$ cat config.mk
export PLATFORM = sky130hd
export DESIGN_NAME = fp_scaler
export DESIGN_NICKNAME = d
export VERILOG_FILES = /design/src/rtl/fp_scaler_pkg.sv /design/src/rtl/fp_scaler_stepsel.sv /design/src/rtl/fp_scaler_axis.sv /design/src/rtl/fp_scaler_out.sv /design/src/rtl/fp_scaler.sv
export SDC_FILE = /design/constraint.sdc
export NUM_CORES = 1
export LEC_CHECK = 0
export ABC_CLOCK_PERIOD_IN_PS = 9900
export BUFFER_PORTS_ARGS = -buffer_cell sky130_fd_sc_hd__buf_2
export CAP_MARGIN = 25
export CORE_MARGIN = 2
export CORE_UTILIZATION = 50
export CTS_CLUSTER_DIAMETER = 30
export DETAILED_ROUTE_END_ITERATION = 7
export PLACE_DENSITY = 0.72
export SLEW_MARGIN = 25
export SYNTH_ARGS = -nofsm -noshare
export SYNTH_HDL_FRONTEND = slang
export SYNTH_SLANG_ARGS = --single-unit
$ cat constraint.sdc
create_clock -name clk -period 9.9 [get_ports clk]
set_input_delay 0.495 -clock clk [delete_from_list [all_inputs] [get_ports clk]]
set_output_delay 0.495 -clock clk [all_outputs]
set_load 0.1 [all_outputs]
$ cat src/rtl/fp_scaler_pkg.sv
package fp_scaler_pkg;

  // Inclusive range test used by both axes.
  function automatic logic win_hit(input int unsigned pos,
                                   input int unsigned lo,
                                   input int unsigned hi);
    return (pos >= lo) && (pos <= hi);
  endfunction

  // Fractional weight of one step of 1:1 mapping for a given fraction width.
  function automatic int unsigned unity_step(input int unsigned frac_w);
    return 32'd1 << frac_w;
  endfunction

endpackage

$ cat src/rtl/fp_scaler_stepsel.sv
module fp_scaler_stepsel #(
  parameter int STEP_W = 16,
  parameter int FRAC_W = 12
) (
  input  logic [STEP_W-1:0] base_step,
  input  logic [FRAC_W:0]   ovr,
  output logic [STEP_W-1:0] eff_step
);
  localparam int PAD_W = STEP_W - FRAC_W - 1;

  logic [STEP_W-1:0] forced_step;

  generate
    if (PAD_W > 0) begin : g_pad
      assign forced_step = {{PAD_W{1'b0}}, ovr[FRAC_W-1:0], 1'b0};
    end else begin : g_trim
      assign forced_step = STEP_W'({ovr[FRAC_W-1:0], 1'b0});
    end
  endgenerate

  always_comb begin
    if (ovr[FRAC_W]) eff_step = forced_step;
    else             eff_step = base_step;
  end
endmodule

$ cat src/rtl/fp_scaler_axis.sv
module fp_scaler_axis #(
  parameter int POS_W  = 12,
  parameter int STEP_W = 16,
  parameter int ACC_W  = 28
) (
  input  logic              clk,
  input  logic              rst,
  input  logic              restart,
  input  logic              advance,
  input  logic [STEP_W-1:0] step,
  input  logic [POS_W-1:0]  win_lo,
  input  logic [POS_W-1:0]  win_hi,
  output logic [POS_W-1:0]  pos,
  output logic [ACC_W-1:0]  acc,
  output logic              in_win
);
  localparam logic [POS_W-1:0] POS_MAX = {POS_W{1'b1}};

  logic past_lo;

  assign past_lo = (pos >= win_lo);
  assign in_win  = fp_scaler_pkg::win_hit(32'(pos), 32'(win_lo), 32'(win_hi));

  always_ff @(posedge clk) begin
    if (rst || restart) begin
      pos <= '0;
      acc <= '0;
    end else if (advance) begin
      if (pos != POS_MAX) pos <= pos + 1'b1;
      if (past_lo)        acc <= acc + ACC_W'(step);
    end
  end
endmodule

$ cat src/rtl/fp_scaler_out.sv
module fp_scaler_out #(
  parameter int IDX_W  = 16,
  parameter int FRAC_W = 12,
  parameter int LIM_W  = 12,
  parameter int ACC_W  = 28
) (
  input  logic             clk,
  input  logic             rst,
  input  logic             fire,
  input  logic             x_in_win,
  input  logic             y_in_win,
  input  logic [ACC_W-1:0] x_acc,
  input  logic [ACC_W-1:0] y_acc,
  input  logic             lim_en,
  input  logic [LIM_W-1:0] lim_line,
  output logic             strobe_q,
  output logic             valid_q,
  output logic [IDX_W-1:0] sx_q,
  output logic [IDX_W-1:0] sy_q
);
  logic [IDX_W-1:0] x_int;
  logic [IDX_W-1:0] y_int;
  logic [IDX_W-1:0] y_lim;
  logic [IDX_W-1:0] y_sel;
  logic             visible;

  assign x_int   = x_acc[FRAC_W +: IDX_W];
  assign y_int   = y_acc[FRAC_W +: IDX_W];
  assign y_lim   = IDX_W'(lim_line);
  assign visible = x_in_win && y_in_win;

  always_comb begin
    if (lim_en && (y_int > y_lim)) y_sel = y_lim;
    else                           y_sel = y_int;
  end

  always_ff @(posedge clk) begin
    if (rst) begin
      strobe_q <= 1'b0;
      valid_q  <= 1'b0;
      sx_q     <= '0;
      sy_q     <= '0;
    end else begin
      strobe_q <= fire;
      if (fire) begin
        valid_q <= visible;
        sx_q    <= visible ? x_int : '0;
        sy_q    <= visible ? y_sel : '0;
      end else begin
        valid_q <= 1'b0;
      end
    end
  end
endmodule

$ cat src/rtl/fp_scaler.sv
module fp_scaler #(
  parameter int COORD_W    = 12,
  parameter int FRAC_W     = 12,
  parameter int STEP_W     = 16,
  parameter int CFG_W      = 32,
  parameter int LIM_W      = 12,
  parameter int LIM_LSB    = 16,
  parameter int LIM_EN_BIT = 28
) (
  input  logic                              clk,
  input  logic                              rst,
  input  logic                              frame_start,
  input  logic                              line_start,
  input  logic                              pix_en,
  input  logic [STEP_W-1:0]                 cfg_xstep,
  input  logic [STEP_W-1:0]                 cfg_ystep,
  input  logic [FRAC_W:0]                   cfg_xovr,
  input  logic [CFG_W-1:0]                  cfg_line_limit,
  input  logic [COORD_W-1:0]                cfg_hwin_start,
  input  logic [COORD_W-1:0]                cfg_hwin_end,
  input  logic [COORD_W-1:0]                cfg_vwin_start,
  input  logic [COORD_W-1:0]                cfg_vwin_end,
  output logic                              out_strobe,
  output logic                              out_valid,
  output logic [STEP_W+COORD_W-FRAC_W-1:0]  out_src_x,
  output logic [STEP_W+COORD_W-FRAC_W-1:0]  out_src_y
);
  localparam int ACC_W = STEP_W + COORD_W;
  localparam int IDX_W = ACC_W - FRAC_W;

  logic [STEP_W-1:0]  x_step;
  logic [COORD_W-1:0] x_pos, y_pos;
  logic [ACC_W-1:0]   x_acc, y_acc;
  logic               x_in_win, y_in_win;
  logic               x_restart, fire;
  logic               lim_en;
  logic [LIM_W-1:0]   lim_line;
  logic               unused_cfg;

  assign x_restart  = frame_start | line_start;
  assign fire       = pix_en & ~x_restart;
  assign lim_en     = cfg_line_limit[LIM_EN_BIT];
  assign lim_line   = cfg_line_limit[LIM_LSB +: LIM_W];
  assign unused_cfg = ^{cfg_line_limit, x_pos, y_pos};

  fp_scaler_stepsel #(.STEP_W(STEP_W), .FRAC_W(FRAC_W)) u_stepsel (
    .base_step (cfg_xstep),
    .ovr       (cfg_xovr),
    .eff_step  (x_step)
  );

  fp_scaler_axis #(.POS_W(COORD_W), .STEP_W(STEP_W), .ACC_W(ACC_W)) u_xaxis (
    .clk     (clk),
    .rst     (rst),
    .restart (x_restart),
    .advance (pix_en),
    .step    (x_step),
    .win_lo  (cfg_hwin_start),
    .win_hi  (cfg_hwin_end),
    .pos     (x_pos),
    .acc     (x_acc),
    .in_win  (x_in_win)
  );

  fp_scaler_axis #(.POS_W(COORD_W), .STEP_W(STEP_W), .ACC_W(ACC_W)) u_yaxis (
    .clk     (clk),
    .rst     (rst),
    .restart (frame_start),
    .advance (line_start),
    .step    (cfg_ystep),
    .win_lo  (cfg_vwin_start),
    .win_hi  (cfg_vwin_end),
    .pos     (y_pos),
    .acc     (y_acc),
    .in_win  (y_in_win)
  );

  fp_scaler_out #(.IDX_W(IDX_W), .FRAC_W(FRAC_W), .LIM_W(LIM_W), .ACC_W(ACC_W)) u_out (
    .clk      (clk),
    .rst      (rst),
    .fire     (fire),
    .x_in_win (x_in_win),
    .y_in_win (y_in_win),
    .x_acc    (x_acc),
    .y_acc    (y_acc),
    .lim_en   (lim_en),
    .lim_line (lim_line),
    .strobe_q (out_strobe),
    .valid_q  (out_valid),
    .sx_q     (out_src_x),
    .sy_q     (out_src_y)
  );
endmodule

# Yosys cells after proc, flatten, opt, wreduce, memory -nomap -nowiden
# Cells that the tools add are included.
# W data, S select, Z words.
# totals
regBits	114
wordCells	40
# op_classes
addsub	4
n_lt_le_gt_ge	7
n_eq_ne	2
mux	4
bitwise	4
n_reduce_logical	11
# op_table
cell	count
$mux W16	4
$add A28 B16 Y28	2
$ge A12 B12 Y1	4
$add A12 B1 Y12 const B	2
$le A12 B12 Y1	2
$ne A12 B12 Y1 const B	2
$gt A16 B12 Y1	1
$reduce_and A2 Y1	4
$logic_and A1 B1 Y1	4
$logic_or A1 B1 Y1	2
$not A1 Y1	2
$reduce_or A2 Y1	1
$and A1 B1 Y1	1
$or A1 B1 Y1	1

# Depth between registers and ports, before layout
# Gate-level depths: netlist of run 1.
# depth
word_depth	5
depth_mapped	13
ltp_nobuf	10

# Hierarchy
# A second synthesis of run 1 with hierarchy kept.
# hier_totals
cells_unflattened	972
hier_area_um2	8077.7
# by_module_without_submodules
module	n_inst	cells_per_inst	area_each_um2	seq_area_each_um2
fp_scaler_axis	2	401	3166.8	800.8
fp_scaler_out	1	150	1506.4	680.7
fp_scaler_stepsel	1	18	224.0	0.0
fp_scaler	1	2	13.8	0.0

# Worst setup path after synthesis of run 1
# Ideal clock, no wire load.
# synth_timing
kind	input-to-reg
from	input cfg_xovr[12]
to	register u_xaxis.acc[16]
setup_time_ps	115
arrival_time_ps	3495
required_ps	9785
setup_slack_ps	6290
cell_stages	13
path_cell_list	clkbuf_1 -> buf_1 -> nor2b_1 -> ha_1 -> fa_1 -> a211oi_1 -> o21bai_1 -> a211oi_1 -> nor3b_1 -> a2111oi_0 -> clkbuf_1 -> nor3_1 -> o21a_1
# synth_between
elab_chain_len	2
# synth_rtl
element	line_no	text
from (decl)	fp_scaler.sv:17	input logic [FRAC_W:0] cfg_xovr,
$mux W16	fp_scaler_stepsel.sv:22	if (ovr[FRAC_W]) eff_step = forced_step;
$add A28 B16 Y28	fp_scaler_axis.sv:30	if (past_lo) acc <= acc + ACC_W'(step);
to (signal assigned)	fp_scaler_axis.sv:30	
to (decl)	fp_scaler_axis.sv:14	output logic [ACC_W-1:0] acc,
# Every way passes these cells.
# A chain may end at the register's enable or synchronous reset.

# Worst setup path in the final report of run 1
# layout_timing
from	register u_yaxis.pos[8]
to	register u_yaxis.acc[27]
# layout_between
elab_chain_len	2
# layout_rtl
element	line_no	text
from (decl)	fp_scaler_axis.sv:13	output logic [POS_W-1:0] pos,
from (signal assigned)	fp_scaler_axis.sv:29	if (pos != POS_MAX) pos <= pos + 1'b1;
$ge A12 B12 Y1	fp_scaler_axis.sv:21	assign past_lo = (pos >= win_lo);
$reduce_and A2 Y1 (no source line)	-	
to (signal assigned)	fp_scaler_axis.sv:30	
to (decl)	fp_scaler_axis.sv:14	
# Every way passes these cells.

==> results of run 1 <==
[layout by cell type, fill, tap and decap left out, types with 17 or more instances in the layout]
master	n
xnor2_1	18
buf_2	144
nand2_1	112
dfxtp_1	114
xor2_1	17
a21o_1	24
nor3_1	19
o21a_1	20
o21ai_0	24
o31ai_1	20
inv_1	84
ha_1	94
nor2_1	64
nand4_1	20
clkbuf_16	17
nand3_1	21
mux2i_1	25
a21oi_1	70
o21ai_1	38
[cells by family after synthesis]
| kind of cell | count (synthesis) |
|---|---|
| multiplexers | 37 |
| flip-flops | 114 |
| adder cells (fa/ha/maj) | 96 |
| XOR/XNOR | 35 |
| AND/OR/NAND/NOR | 307 |
| buffers and inverters | 112 |
| AO/OA/AOI/OAI | 247 |
[layer usage]
metal	vias up	part of all wire	global-route usage
met2	139	0.49	0.391
li1	3666	-	-
met3	16	0.045	0.0484
met4	0	0.0073	0.0511
met1	3224	0.46	0.284
met5	-	0	0
[power breakdown]
part	internal (mW)	leakage (nW)	switching [mW]
Combinational	0.0422	2.86	0.0491
Clock	0.408	0.293	0.205
Sequential	0.460	0.918	0.000588
[sequential cells by signal, summed over array words and instances (netlist names)]
signal / flops
u_out.sy_q: 16
u_out.valid_q: 1
u_out.sx_q: 16
u_yaxis.pos: 12
u_xaxis.acc: 28
u_yaxis.acc: 28
u_xaxis.pos: 12
u_out.strobe_q: 1
[final cells by class]
type	instances	area [µm²]
Clock buffer	27	523
Clock inverter	4	70.1
Fill cell	1388	5910
Inverter	84	315
Multi-Input combinational cell	722	4980
Sequential cell	114	2280
Tap cell	188	235
Timing Repair Buffer	151	773
[how the worst max path moves through the flow]
stage	from	depth (start not counted)	to	slack (ns)
4_1_cts	cfg_xovr[12]	11	u_xaxis.acc[22]	6.71
2_1_floorplan	cfg_xovr[12]	13	u_xaxis.acc[16]	6.29
3_5_place_dp	cfg_xovr[12]	11	u_xaxis.acc[24]	6.31
3_3_place_gp	cfg_xovr[12]	11	u_xaxis.acc[16]	6.33
6_report	u_yaxis.pos[8]	9	u_yaxis.acc[27]	6.70
5_1_grt	cfg_xovr[12]	11	u_xaxis.acc[20]	6.50
[per-stage QoR]
step,hold slack [ns],total power [mW],cell area [µm²],cells
2_1_floorplan,0.436,0.525,7650,948
3_3_place_gp,0.434,0.560,8570,1259
3_5_place_dp,0.439,0.561,8590,1259
4_1_cts,0.330,1.18,9180,1290
5_1_grt,0.350,1.21,9180,1290
6_report,0.346,1.17,9180,1290
==> results.py, run 1 <==
metrics = {
    "drt": {
        "wirelength_mm": 17.9,
        "vias": 7045,
        "postRouteAntennaNets": 0,
        "first_pass_iters": 5,
        "drcViolationCount": 0,
        "wl_per_cell_um": 13.9,
        "drt-vias-per-instance": 5.46,
        "drt_iter0_drc": 426,
    },
    "clock_tree": {
        "clk_latency_ns": 0.41,
        "cts_hold_repair.buffers": 0,
        "cts_tree": "yes",
        "cts-root-buf": "clkbuf_16",
        "cts-buffers-inserted": 17,
        "cts_resized": 0,
        "clkTransAtPathRegs_ns": 0.05,
        "clock_path_buffers": 2,
        "htree_levels": 4,
        "post_cts_buffers": 0,
        "numClockSinks": 114,
    },
    "synthesis": {
        "synth-seq-cells": 114,
        "ys_async_sr_fraction": 0,
        "synth_edf_count": 0,
        "yosysTopAreaCellShare": 0.298,
        "yosys.area_share.simple": 0.191,
        "synthTopCellsByCount": "114 x dfxtp_1, 112 x nand2_1, 94 x ha_1",
        "synthXorXnorAreaFrac": 0.0401,
        "synth_compound_area_frac": 0.206,
        "ys_seq_area_frac": 0.298,
        "netlist_instances": 948,
        "synth.area.top_cells": "dfxtp_1 30%, ha_1 15%, nand2_1 5.5%",
        "synth_flop_cell": "dfxtp_1",
        "synth.avg_cell_area_um2": 8.07,
        "synth_most_common_cell": "dfxtp_1",
        "syn_nets": 1174,
        "ys_warn_count": 0,
        "muxShareOfSynthArea": 0.0504,
        "synth_top_family_by_area": "compound AO/OA/AOI/OAI gates",
        "yosysTopAreaCell": "dfxtp_1",
        "synth_cell_types": 60,
        "synth_fa_ha_area_frac": 0.159,
        "netlist_area_um2": 7650,
    },
    "floorplanning": {
        "start_util": 0.507,
        "die_h_um": 128,
        "rows": 45,
        "fp.dieArea_um2": 16300,
        "core-area_um2": 15100,
        "io_pins": 164,
        "dieWidth_um": 128,
    },
    "cells_and_area": {
        "area_growth_pct": 20.0,
        "num_antenna_cells": 0,
        "final_layout_size_suffix_gt1_frac": 0.184,
        "nets": 1316,
        "utilization": 0.608,
    },
    "worst_hold_path": {
        "hold_end": "u_out.strobe_q",
        "holdPathStages": 2,
        "min_from": "rst",
        "hold_class": "input port to register",
    },
    "sta": {
        "setup_tns_ns": 0,
        "tightest_slew_ns": 0.793,
        "fin_crit_ns": 3.20,
        "clock_skew_ns": 0.00825,
        "timing.final.crit_share": 0.324,
        "relSlewSlack": 0.466,
        "max_freq_ghz": 0.312,
        "grt_setup_unrepaired": "no",
        "finalSetupViolCount": 0,
        "hold_viol": 0,
        "final_max_slew_viol_count": 0,
        "layout_setup_ws_ns": 6.70,
    },
    "setup_path": {
        "critPathMaxFanout": 24,
        "critPathArrivalTime_ns": 3.54,
        "reg2reg_from": "u_yaxis.pos[8]",
        "start_kind": "register",
        "crit-reg2reg-capture": "u_yaxis.acc[27]",
        "critical_path_required_ns": 10.23,
        "cp_slowest_cell": "or4_1",
        "rrSetupSlack_ns": 6.70,
        "path_common_cell": "or4_1",
        "critPathKind": "register to register",
        "cp_cell_sequence": "ha_1 > nand2_1 > a2111o_1 > o22ai_2 > o211ai_2 > buf_4 > or4_1 > or4_1 > a21oi_1",
        "reg2regPathDepth": 9,
        "critPathMaxStageDelay_ns": 0.71,
        "cp-end-kind": "register",
        "critPathBufInv": 1,
        "cp_top_family": "simple AND/OR/NAND/NOR gates",
    },
    "outcome": {
        "run_status": "finished, final reports clean",
    },
    "placement": {
        "place.gp.congestion": 0.823,
        "dp_hpwl_mm": 13.4,
        "dp_slack_ns": 6.31,
        "place.port_buffers": 144,
    },
    "global_route": {
        "grt_max_degree": 37,
        "grt_first_pass_wirelength_mm": 30.0,
        "grt_pass1_vias": 6586,
        "grt_use_total": 0.224,
        "antenna_found_initial": 0,
        "grt.overflow.total": 0,
    },
    "power": {
        "p_leak_nw": 4.07,
        "ir_drop_uv": 113,
        "p_per_area_nw_per_um2": 127,
    },
    "job": {
        "drv_cap": 0,
    },
}
Note: power is estimated with default switching activity, not from simulation.
==> inputs of run 2 (changes only) <==
- ABC_CLOCK_PERIOD_IN_PS: 9900 -> 3000
- clock period: 9.9 -> 3 ns (I/O delays scaled with it)
==> results.py, run 2 (same netlist as run 1, synthesis figures left out) <==
metrics = {
    "cells_and_area": {
        "layout.cells.most_common": "buf_2",
        "mostFrequentLayoutCells": "144 x buf_2, 114 x dfxtp_1, 112 x nand2_1",
        "final_layout_size_suffix_gt1_frac": 0.200,
        "layout.cells.non_filler": 1311,
        "area_growth_pct": 22.1,
        "fill_cells": 1415,
        "utilization": 0.619,
        "num_antenna_cells": 0,
        "fin_area_um2": 9350,
        "nets": 1336,
        "reg_top3": "u_xaxis.acc (28), u_yaxis.acc (28)",
    },
    "placement": {
        "place.port_buffers": 144,
        "placed_cell_area_um2": 8740,
        "dp_slack_ns": 0.0869,
        "dp_hpwl_mm": 13.5,
        "dp_cells": 1278,
        "place.gp.congestion": 0.859,
    },
    "setup_path": {
        "cp-end-kind": "register",
        "critPathKind": "register to register",
        "critPathMaxFanout": 7,
        "crit-reg2reg-capture": "u_yaxis.acc[26]",
        "crit_start": "u_yaxis.pos[9]",
        "critPathArrivalTime_ns": 3.12,
        "critical_path_required_ns": 3.34,
        "reg2regPathDepth": 9,
        "critPathCapture": "u_yaxis.acc[26]",
        "rrSetupSlack_ns": 0.22,
        "reg2reg_from": "u_yaxis.pos[9]",
        "start_kind": "register",
    },
    "power": {
        "p_per_area_nw_per_um2": 414,
        "ir_drop_uv": 418,
        "p_leak_nw": 4.17,
        "power_mw": 3.87,
    },
    "floorplanning": {
        "die_h_um": 128,
        "core-area_um2": 15100,
        "dieWidth_um": 128,
        "io_pins": 164,
        "rows": 45,
        "fp.dieArea_um2": 16300,
        "start_util": 0.507,
    },
    "sta": {
        "layout_setup_ws_ns": 0.223,
        "timing.final.crit_share": 0.926,
        "finalSetupViolCount": 0,
        "max_freq_ghz": 0.360,
        "fin_crit_ns": 2.78,
        "final_max_slew_viol_count": 0,
        "holdWs_ns": 0.0173,
        "relSlewSlack": 0.474,
        "clock_skew_ns": 0.0112,
        "grt_setup_unrepaired": "no",
        "hold_viol": 0,
        "tightest_slew_ns": 0.781,
        "setup_tns_ns": 0,
    },
    "drt": {
        "drcViolationCount": 0,
        "drt_iter0_drc": 352,
        "first_pass_iters": 4,
        "wl_per_cell_um": 13.5,
        "postRouteAntennaNets": 0,
        "wirelength_mm": 17.6,
        "vias": 7048,
        "drt-vias-per-instance": 5.38,
    },
    "global_route": {
        "use_met3": 0.0522,
        "antenna_found_initial": 0,
        "globalRoute.busiestLayer": "met2",
        "grt.overflow.total": 0,
        "grt_first_pass_wirelength_mm": 30.0,
        "grt_use_total": 0.225,
        "grt_use_met2": 0.380,
        "grt_max_degree": 37,
        "grt_pass1_vias": 6549,
        "met1_usage": 0.288,
    },
    "clock_tree": {
        "htree_levels": 4,
        "clkTransAtPathRegs_ns": 0.05,
        "post_cts_buffers": 0,
        "clk_latency_ns": 0.42,
        "cts-buffers-inserted": 17,
        "cts_tree": "yes",
        "clock_path_buffers": 2,
        "numClockSinks": 114,
        "cts-root-buf": "clkbuf_16",
    },
    "outcome": {
        "run_status": "finished, final reports clean",
    },
    "job": {
        "drv_cap": 0,
    },
    "worst_hold_path": {
        "min_from": "cfg_line_limit[17]",
        "hold_class": "input port to register",
    },
}
[run 2: cell count changes in the layout (fill, tap and decap cells not counted), sizes merged]
cell,previous run,this run
dlygate4sd3,0,1
clkbuf,27,22
buf,151,170
bufinv,2,3
clkinv,2,4
clkinvlp,0,3
[run 2: final cells by class]
type                    instances  area (µm²)  area share
clock buffers                  22         464      0.0497
clock inverters                10         133      0.0142
inverters                      84         315      0.0337
multi-input cells             722        4980       0.533
flip-flops and latches        114        2280       0.244
well taps                     188         235      0.0252
repair buffers                171         938       0.100
[run 2: worst max-delay path, cell delays in order (launching register included)]
cell and delay, ns:
dfxtp_1 0.36, ha_1 0.31, nand2_1 0.09, a2111o_1 0.40
o22ai_2 0.18, o211ai_2 0.13, or4_1 0.58, buf_4 0.19
a211oi_1 0.27, mux2i_1 0.21
[run 2: worst min-delay path by stage]
stage | depth (start not counted) | end
finish | 3 | u_out.sy_q[1]
global route | 3 | u_out.sy_q[3]
CTS | 3 | u_out.sy_q[1]
detailed placement | 2 | u_out.strobe_q
global placement | 2 | u_out.strobe_q
floorplan | 1 | u_out.strobe_q
[run 2: layer usage]
metal  up-vias  part of all wire
li1       3723                 -
met1      3167              0.48
met3        18             0.044
met5         -                 0
met4         0             0.013
met2       140              0.47
[run 2: repair_timing]
action / in CTS / in global routing
hold buffers: 1 / 0
endpoints found under the setup margin: 0 / 24
endpoints found under the hold margin: 1 / 0
gates resized for setup: 0 / 1
[run 2: power breakdown]
group | switching, mW | internal [mW]
logic | 0.163 | 0.141
registers | 0.00170 | 1.52
clock network | 0.706 | 1.34
total | 0.870 | 3.00
